$ cat src/rtl/osc_mon_pkg.sv
package osc_mon_pkg;
    // register addresses
    localparam int unsigned ADDR_FLAG  = 0;
    localparam int unsigned ADDR_CTRL  = 1;
    localparam int unsigned ADDR_TIME0 = 2;
    // field positions
    localparam int unsigned FLAG_BIT = 0;
    localparam int unsigned STOP_BIT = 7;
endpackage

$ cat src/rtl/osc_activity_mon.sv
module osc_activity_mon #(
    parameter int unsigned WIN = 16
) (
    input  logic clk,
    input  logic rst_n,
    input  logic osc_in,
    output logic alive
);
    localparam int unsigned CNT_W = $clog2(WIN + 1);

    typedef struct packed {
        logic [2:0]       sync;
        logic [CNT_W-1:0] cnt;
    } act_t;

    act_t act_d, act_q;
    logic seen_edge;

    always_comb begin
        act_d      = act_q;
        act_d.sync = {act_q.sync[1:0], osc_in};
        seen_edge  = act_q.sync[1] ^ act_q.sync[2];
        if (seen_edge)
            act_d.cnt = '0;
        else if (act_q.cnt < CNT_W'(WIN))
            act_d.cnt = act_q.cnt + 1'b1;
        alive = act_q.cnt < CNT_W'(WIN);
    end

    always_ff @(posedge clk or negedge rst_n) begin
        if (!rst_n) begin
            act_q.sync <= '0;
            act_q.cnt  <= CNT_W'(WIN);
        end else begin
            act_q <= act_d;
        end
    end
endmodule

$ cat src/rtl/osc_shadow_bank.sv
module osc_shadow_bank #(
    parameter int unsigned TIME_REGS = 4,
    parameter int unsigned TIME_W    = 8,
    parameter int unsigned ADDR_W    = 4,
    parameter int unsigned BASE_ADDR = 2
) (
    input  logic                        clk,
    input  logic                        rst_n,
    input  logic                        wr_en,
    input  logic [ADDR_W-1:0]           wr_addr,
    input  logic [TIME_W-1:0]           wr_data,
    output logic [TIME_REGS*TIME_W-1:0] base_time
);
    logic [TIME_W-1:0] bank_d [TIME_REGS];
    logic [TIME_W-1:0] bank_q [TIME_REGS];

    for (genvar k = 0; k < TIME_REGS; k++) begin : g_slot
        always_comb begin
            bank_d[k] = bank_q[k];
            if (wr_en && wr_addr == ADDR_W'(BASE_ADDR + k))
                bank_d[k] = wr_data;
        end

        always_ff @(posedge clk or negedge rst_n) begin
            if (!rst_n) bank_q[k] <= '0;
            else        bank_q[k] <= bank_d[k];
        end

        assign base_time[k*TIME_W +: TIME_W] = bank_q[k];
    end
endmodule

$ cat src/rtl/osc_fail_monitor.sv
module osc_fail_monitor
    import osc_mon_pkg::*;
#(
    parameter int unsigned TIME_REGS = 4,
    parameter int unsigned TIME_W    = 8,
    parameter int unsigned ADDR_W    = 4,
    parameter int unsigned DATA_W    = 8,
    parameter int unsigned CAL_W     = 6,
    parameter int unsigned WIN       = 16
) (
    input  logic                        clk,
    input  logic                        rst_n,
    input  logic                        pwr_good,
    input  logic                        osc_in,
    input  logic                        wr_en,
    input  logic [ADDR_W-1:0]           wr_addr,
    input  logic [DATA_W-1:0]           wr_data,
    output logic                        osc_fail,
    output logic                        reload_stb,
    output logic                        osc_run,
    output logic [CAL_W-1:0]            cal_val,
    output logic [TIME_REGS*TIME_W-1:0] base_time
);
    localparam int unsigned TIME_END = ADDR_TIME0 + TIME_REGS;

    typedef struct packed {
        logic             pg;
        logic             fail;
        logic             stop;
        logic [CAL_W-1:0] cal;
        logic             reload;
    } mon_t;

    mon_t mon_d, mon_q;
    logic alive;
    logic flag_wr, ctrl_wr, time_wr, pwr_event, fail_hit;

    osc_activity_mon #(.WIN(WIN)) i_act (
        .clk    (clk),
        .rst_n  (rst_n),
        .osc_in (osc_in),
        .alive  (alive)
    );

    osc_shadow_bank #(
        .TIME_REGS (TIME_REGS),
        .TIME_W    (TIME_W),
        .ADDR_W    (ADDR_W),
        .BASE_ADDR (ADDR_TIME0)
    ) i_bank (
        .clk       (clk),
        .rst_n     (rst_n),
        .wr_en     (wr_en),
        .wr_addr   (wr_addr),
        .wr_data   (wr_data[TIME_W-1:0]),
        .base_time (base_time)
    );

    always_comb begin
        flag_wr   = wr_en && (wr_addr == ADDR_W'(ADDR_FLAG));
        ctrl_wr   = wr_en && (wr_addr == ADDR_W'(ADDR_CTRL));
        time_wr   = wr_en && (wr_addr >= ADDR_W'(ADDR_TIME0))
                          && (wr_addr <  ADDR_W'(TIME_END));
        pwr_event = pwr_good && !mon_q.pg;
        fail_hit  = pwr_event && !mon_q.stop && !alive;

        mon_d        = mon_q;
        mon_d.pg     = pwr_good;
        mon_d.reload = fail_hit;
        if (ctrl_wr) begin
            mon_d.stop = wr_data[STOP_BIT];
            mon_d.cal  = wr_data[CAL_W-1:0];
        end
        if ((flag_wr && !wr_data[FLAG_BIT]) || time_wr)
            mon_d.fail = 1'b0;
        if (fail_hit)
            mon_d.fail = 1'b1;
    end

    always_ff @(posedge clk or negedge rst_n) begin
        if (!rst_n) mon_q <= '0;
        else        mon_q <= mon_d;
    end

    assign osc_fail   = mon_q.fail;
    assign reload_stb = mon_q.reload;
    assign osc_run    = !mon_q.stop;
    assign cal_val    = mon_q.cal;
endmodule

$ cat config.mk
export PLATFORM = sky130hd
export DESIGN_NAME = osc_fail_monitor
export DESIGN_NICKNAME = d
export VERILOG_FILES = /design/src/rtl/osc_mon_pkg.sv /design/src/rtl/osc_activity_mon.sv /design/src/rtl/osc_shadow_bank.sv /design/src/rtl/osc_fail_monitor.sv
export SDC_FILE = /design/constraint.sdc
export NUM_CORES = 1
export LEC_CHECK = 0
export ABC_CLOCK_PERIOD_IN_PS = 1100
export BUFFER_PORTS_ARGS = -buffer_cell sky130_fd_sc_hd__buf_4
export CORE_AREA = 2 2 72 80
export DETAILED_ROUTE_END_ITERATION = 10
export DIE_AREA = 0 0 74 82
export SYNTH_ARGS = -nofsm -noshare
export SYNTH_HDL_FRONTEND = slang
export SYNTH_HIERARCHICAL = 1
export SYNTH_SLANG_ARGS = --single-unit
$ cat constraint.sdc
create_clock -name clk -period 1.1 [get_ports clk]
set_input_delay 0.22 -clock clk [delete_from_list [all_inputs] [get_ports clk]]
set_output_delay 0.22 -clock clk [all_outputs]
set_load 0.005 [all_outputs]
==> impl_metrics.py <==
metrics = {
    "run_status": {
        "status": "complete, but fails checks",
        "violations": "setup timing",
    },
    "pwr": {
        "intPower_w": 0.00375,
        "clockPowerShare_pct": 25.3,
        "switchingPower_w": 0.00119,
        "swShare_pct": 24.1,
        "p_leak_nw": 1.40,
        "power.density_nw_per_um2": 1730,
        "power_w": 0.00493,
        "pwr-share-seq_pct": 49.2,
        "peakVddDrop_v": 0.000898,
        "comb_power_share_pct": 25.5,
    },
    "timing": {
        "slew_headroom_pct": 73.6,
        "worst_slew_pin_slew_ns": 0.394,
        "min_period_over_period_pct": 100,
        "min_period_ns": 1.10,
        "fmax_mhz": 908,
        "rsz0062_at_grt": "yes",
        "setup_ws_ns": -0.00190,
        "fin_tns_setup_ns": -0.00444,
        "report.final.slew_viol_count": 0,
        "setup_violations": 3,
        "skew_ns": 0.0109,
        "hold_viol_final": 0,
        "hold-worst-slack_ns": 0.0196,
    },
    "worst_setup_path": {
        "reg2reg_slack_ns": 0.01,
        "end_kind": "flip-flop",
        "r2r-start": "i_act/act_q[4]",
        "critPathMaxFanout": 8,
        "worstSetupPathType": "primary input to flip-flop",
        "cp-startpoint": "wr_addr[3]",
        "crit_path_end": "i_bank/base_time[3]",
        "arrival_ns": 1.29,
        "timing.rr.end": "i_act/act_q[3]",
        "worstPathRequired_ns": 1.29,
        "start_kind": "primary input",
        "worstRegToRegCells": 4,
    },
    "drt": {
        "drt_wl_total_mm": 4.29,
        "drt_pass1_iterations": 4,
        "antenna_left": 0,
        "vias_per_cell": 4.62,
        "drt_iter0_markers": 53,
        "vias": 1275,
        "routedWlPerCell_um": 15.5,
        "drc_errors": 0,
    },
    "cells_and_area": {
        "diodes": 0,
        "syn2layout_area_growth_pct": 39.8,
        "drive_gt1_share_pct": 64.2,
        "utilization_pct": 53.8,
        "stdcell_area_um2": 2850,
        "nets": 218,
        "fillers": 451,
    },
    "placed_design": {
        "place_congestion": 0.700,
        "dpl_cell_area_um2": 2630,
        "io_buffer_count": 57,
        "dp_hpwl_mm": 3.12,
    },
    "synthesis": {
        "synthCells": 127,
        "syn_area_per_cell_um2": 16.0,
        "yosys_register_bits": 50,
        "synth_edf_count": 0,
        "syn-cell-area_um2": 2040,
        "ys_types": 31,
        "synth_ff_type": "dfrtp_1",
        "ys_seq_area_share_pct": 61.5,
        "syn_nets": 145,
        "synthArstFlopShare_pct": 100,
        "yosysWarnings": 6,
    },
    "global_routing": {
        "grt_max_degree": 28,
        "antenna_found_initial": 0,
        "grt_util_all_layers_pct": 15.2,
        "grt_pass1_vias": 1371,
        "grt-ovfl-total": 0,
        "grt_first_pass_wirelength_mm": 6.82,
    },
    "hold_path": {
        "hold_class": "primary input to flip-flop",
    },
    "die": {
        "coreArea_um2": 5290,
        "ios": 58,
        "die_area_um2": 6070,
        "num_rows": 28,
        "start_util_pct": 38.5,
        "die_w_um": 74,
        "die_y_um": 82,
    },
    "clocking": {
        "clock-sinks": 50,
        "cts-root-buf": "clkbuf_8",
        "cts_tree": "yes",
        "clk_pin_slew_ns": 0.09,
        "cts_buffer_depth": 2,
        "clock_latency_ns": 0.30,
        "cts_buffers": 5,
        "cts.htree.levels": 2,
    },
    "flow_run": {
        "maxCapViolations": 0,
    },
}
## worst max-delay path, stage by stage
cell and delay, ns:
buf_6 0.10, nand2b_4 0.14, nor4b_4 0.30, buf_6 0.22
mux2_4 0.31
## metal layers
metal | track usage, % | share of wire (%) | up-vias
met1 | 19.0 | 39 | 646
met2 | 25.4 | 54 | 42
met4 | 4.91 | 0.68 | 0
li1 | - | - | 583
met3 | 4.54 | 5.8 | 4
met5 | 0 | 0 | -
## flip-flops by register name, summed over array words and instances (netlist names)
name and flops:
i_act/act_q 6, i_act/act_d 2, reload_stb 1, mon_q 2
i_bank/base_time 32, cal_val 6, osc_fail 1
## power by group through the flow
stage                     clock network, W  registers, W  logic [W]
after floorplan                          0       0.00242   0.000498
after CTS                          0.00129       0.00242    0.00120
after detailed placement                 0       0.00245    0.00117
after global placement                   0       0.00243    0.00115
final                              0.00125       0.00243    0.00126
after global routing               0.00139       0.00248    0.00136
## area by class of cell
| type | instances | area (µm²) | share of cell area, % |
|---|---|---|---|
| flip-flops and latches | 50 | 1250 | 44.0 |
| multi-input cells | 67 | 781 | 27.4 |
| repair buffers | 74 | 604 | 21.2 |
| well taps | 75 | 93.8 | 3.30 |
| clock buffers | 7 | 76.3 | 2.68 |
| clock inverters | 1 | 30.0 | 1.06 |
| inverters | 2 | 7.51 | 0.264 |
## worst min-delay path by stage
stage,startpoint,endpoint,slack (ns),cells after the start
after detailed placement,rst_n,i_act/act_d[7],0.16,1
after global routing,osc_in,i_act/act_d[6],0.002,1
final,osc_in,i_act/act_d[6],0.02,1
after CTS,osc_in,i_act/act_d[6],0.009,1
after floorplan,rst_n,cal_val[0],-0.08,0
after global placement,rst_n,i_act/act_q[7],0.15,1
## cell families (layout without fill, tap and decap cells)
kind of cell | count (synthesis) | in the layout | synth area share [%]
simple gates | 18 | 18 | 7.68
fa+ha+maj | 1 | 1 | 0.615
buf+inv | 10 | 84 | 3.38
mux | 40 | 40 | 23.7
xor+xnor | 4 | 4 | 1.72
flops | 50 | 50 | 61.5
compound gates | 4 | 4 | 1.35
## synth_stat cells (all sizes together) (2+ instances only)
cell type | n | area [µm²]
mux2 | 39 | 473
xor2 | 3 | 26.3
dfrtp | 49 | 1230
nor2 | 5 | 21.3
nor4b | 2 | 32.5
inv | 2 | 7.51
buf | 8 | 61.3
nand3 | 2 | 22.5
nor2b | 2 | 20.0
## through the flow
step / std cells / worst slack, ns
floorplan: 127 / -0.198
global placement: 265 / -0.381
detailed placement: 265 / -0.393
CTS: 276 / 0.000294
global route: 276 / -0.0495
finish: 276 / -0.00190
## cells in the final DEF, fill, tap and decap left out, types with 2 or more instances in the layout
cell / netlist / final
clkbuf_8: 0 / 5
clkbuf_1: 0 / 2
inv_1: 2 / 2
dfrtp_1: 49 / 49
nor2_1: 4 / 4
buf_4: 6 / 63
buf_6: 1 / 9
nor4b_4: 1 / 2
xor2_1: 3 / 3
mux2_2: 30 / 22
mux2_4: 9 / 17
## what timing repair did
| item | 4_1_cts | 5_1_grt |
|---|---|---|
| endpoints found under the setup margin | 16 | 19 |
| gates resized for setup | 4 | 17 |
| cloned | 0 | 0 |
| setup buffers | 2 | 1 |
| hold buffers | 1 | 0 |
| pin swaps | 2 | 4 |
| endpoints found under the hold margin | 25 | 0 |
Power figures use the tool's default switching activity.
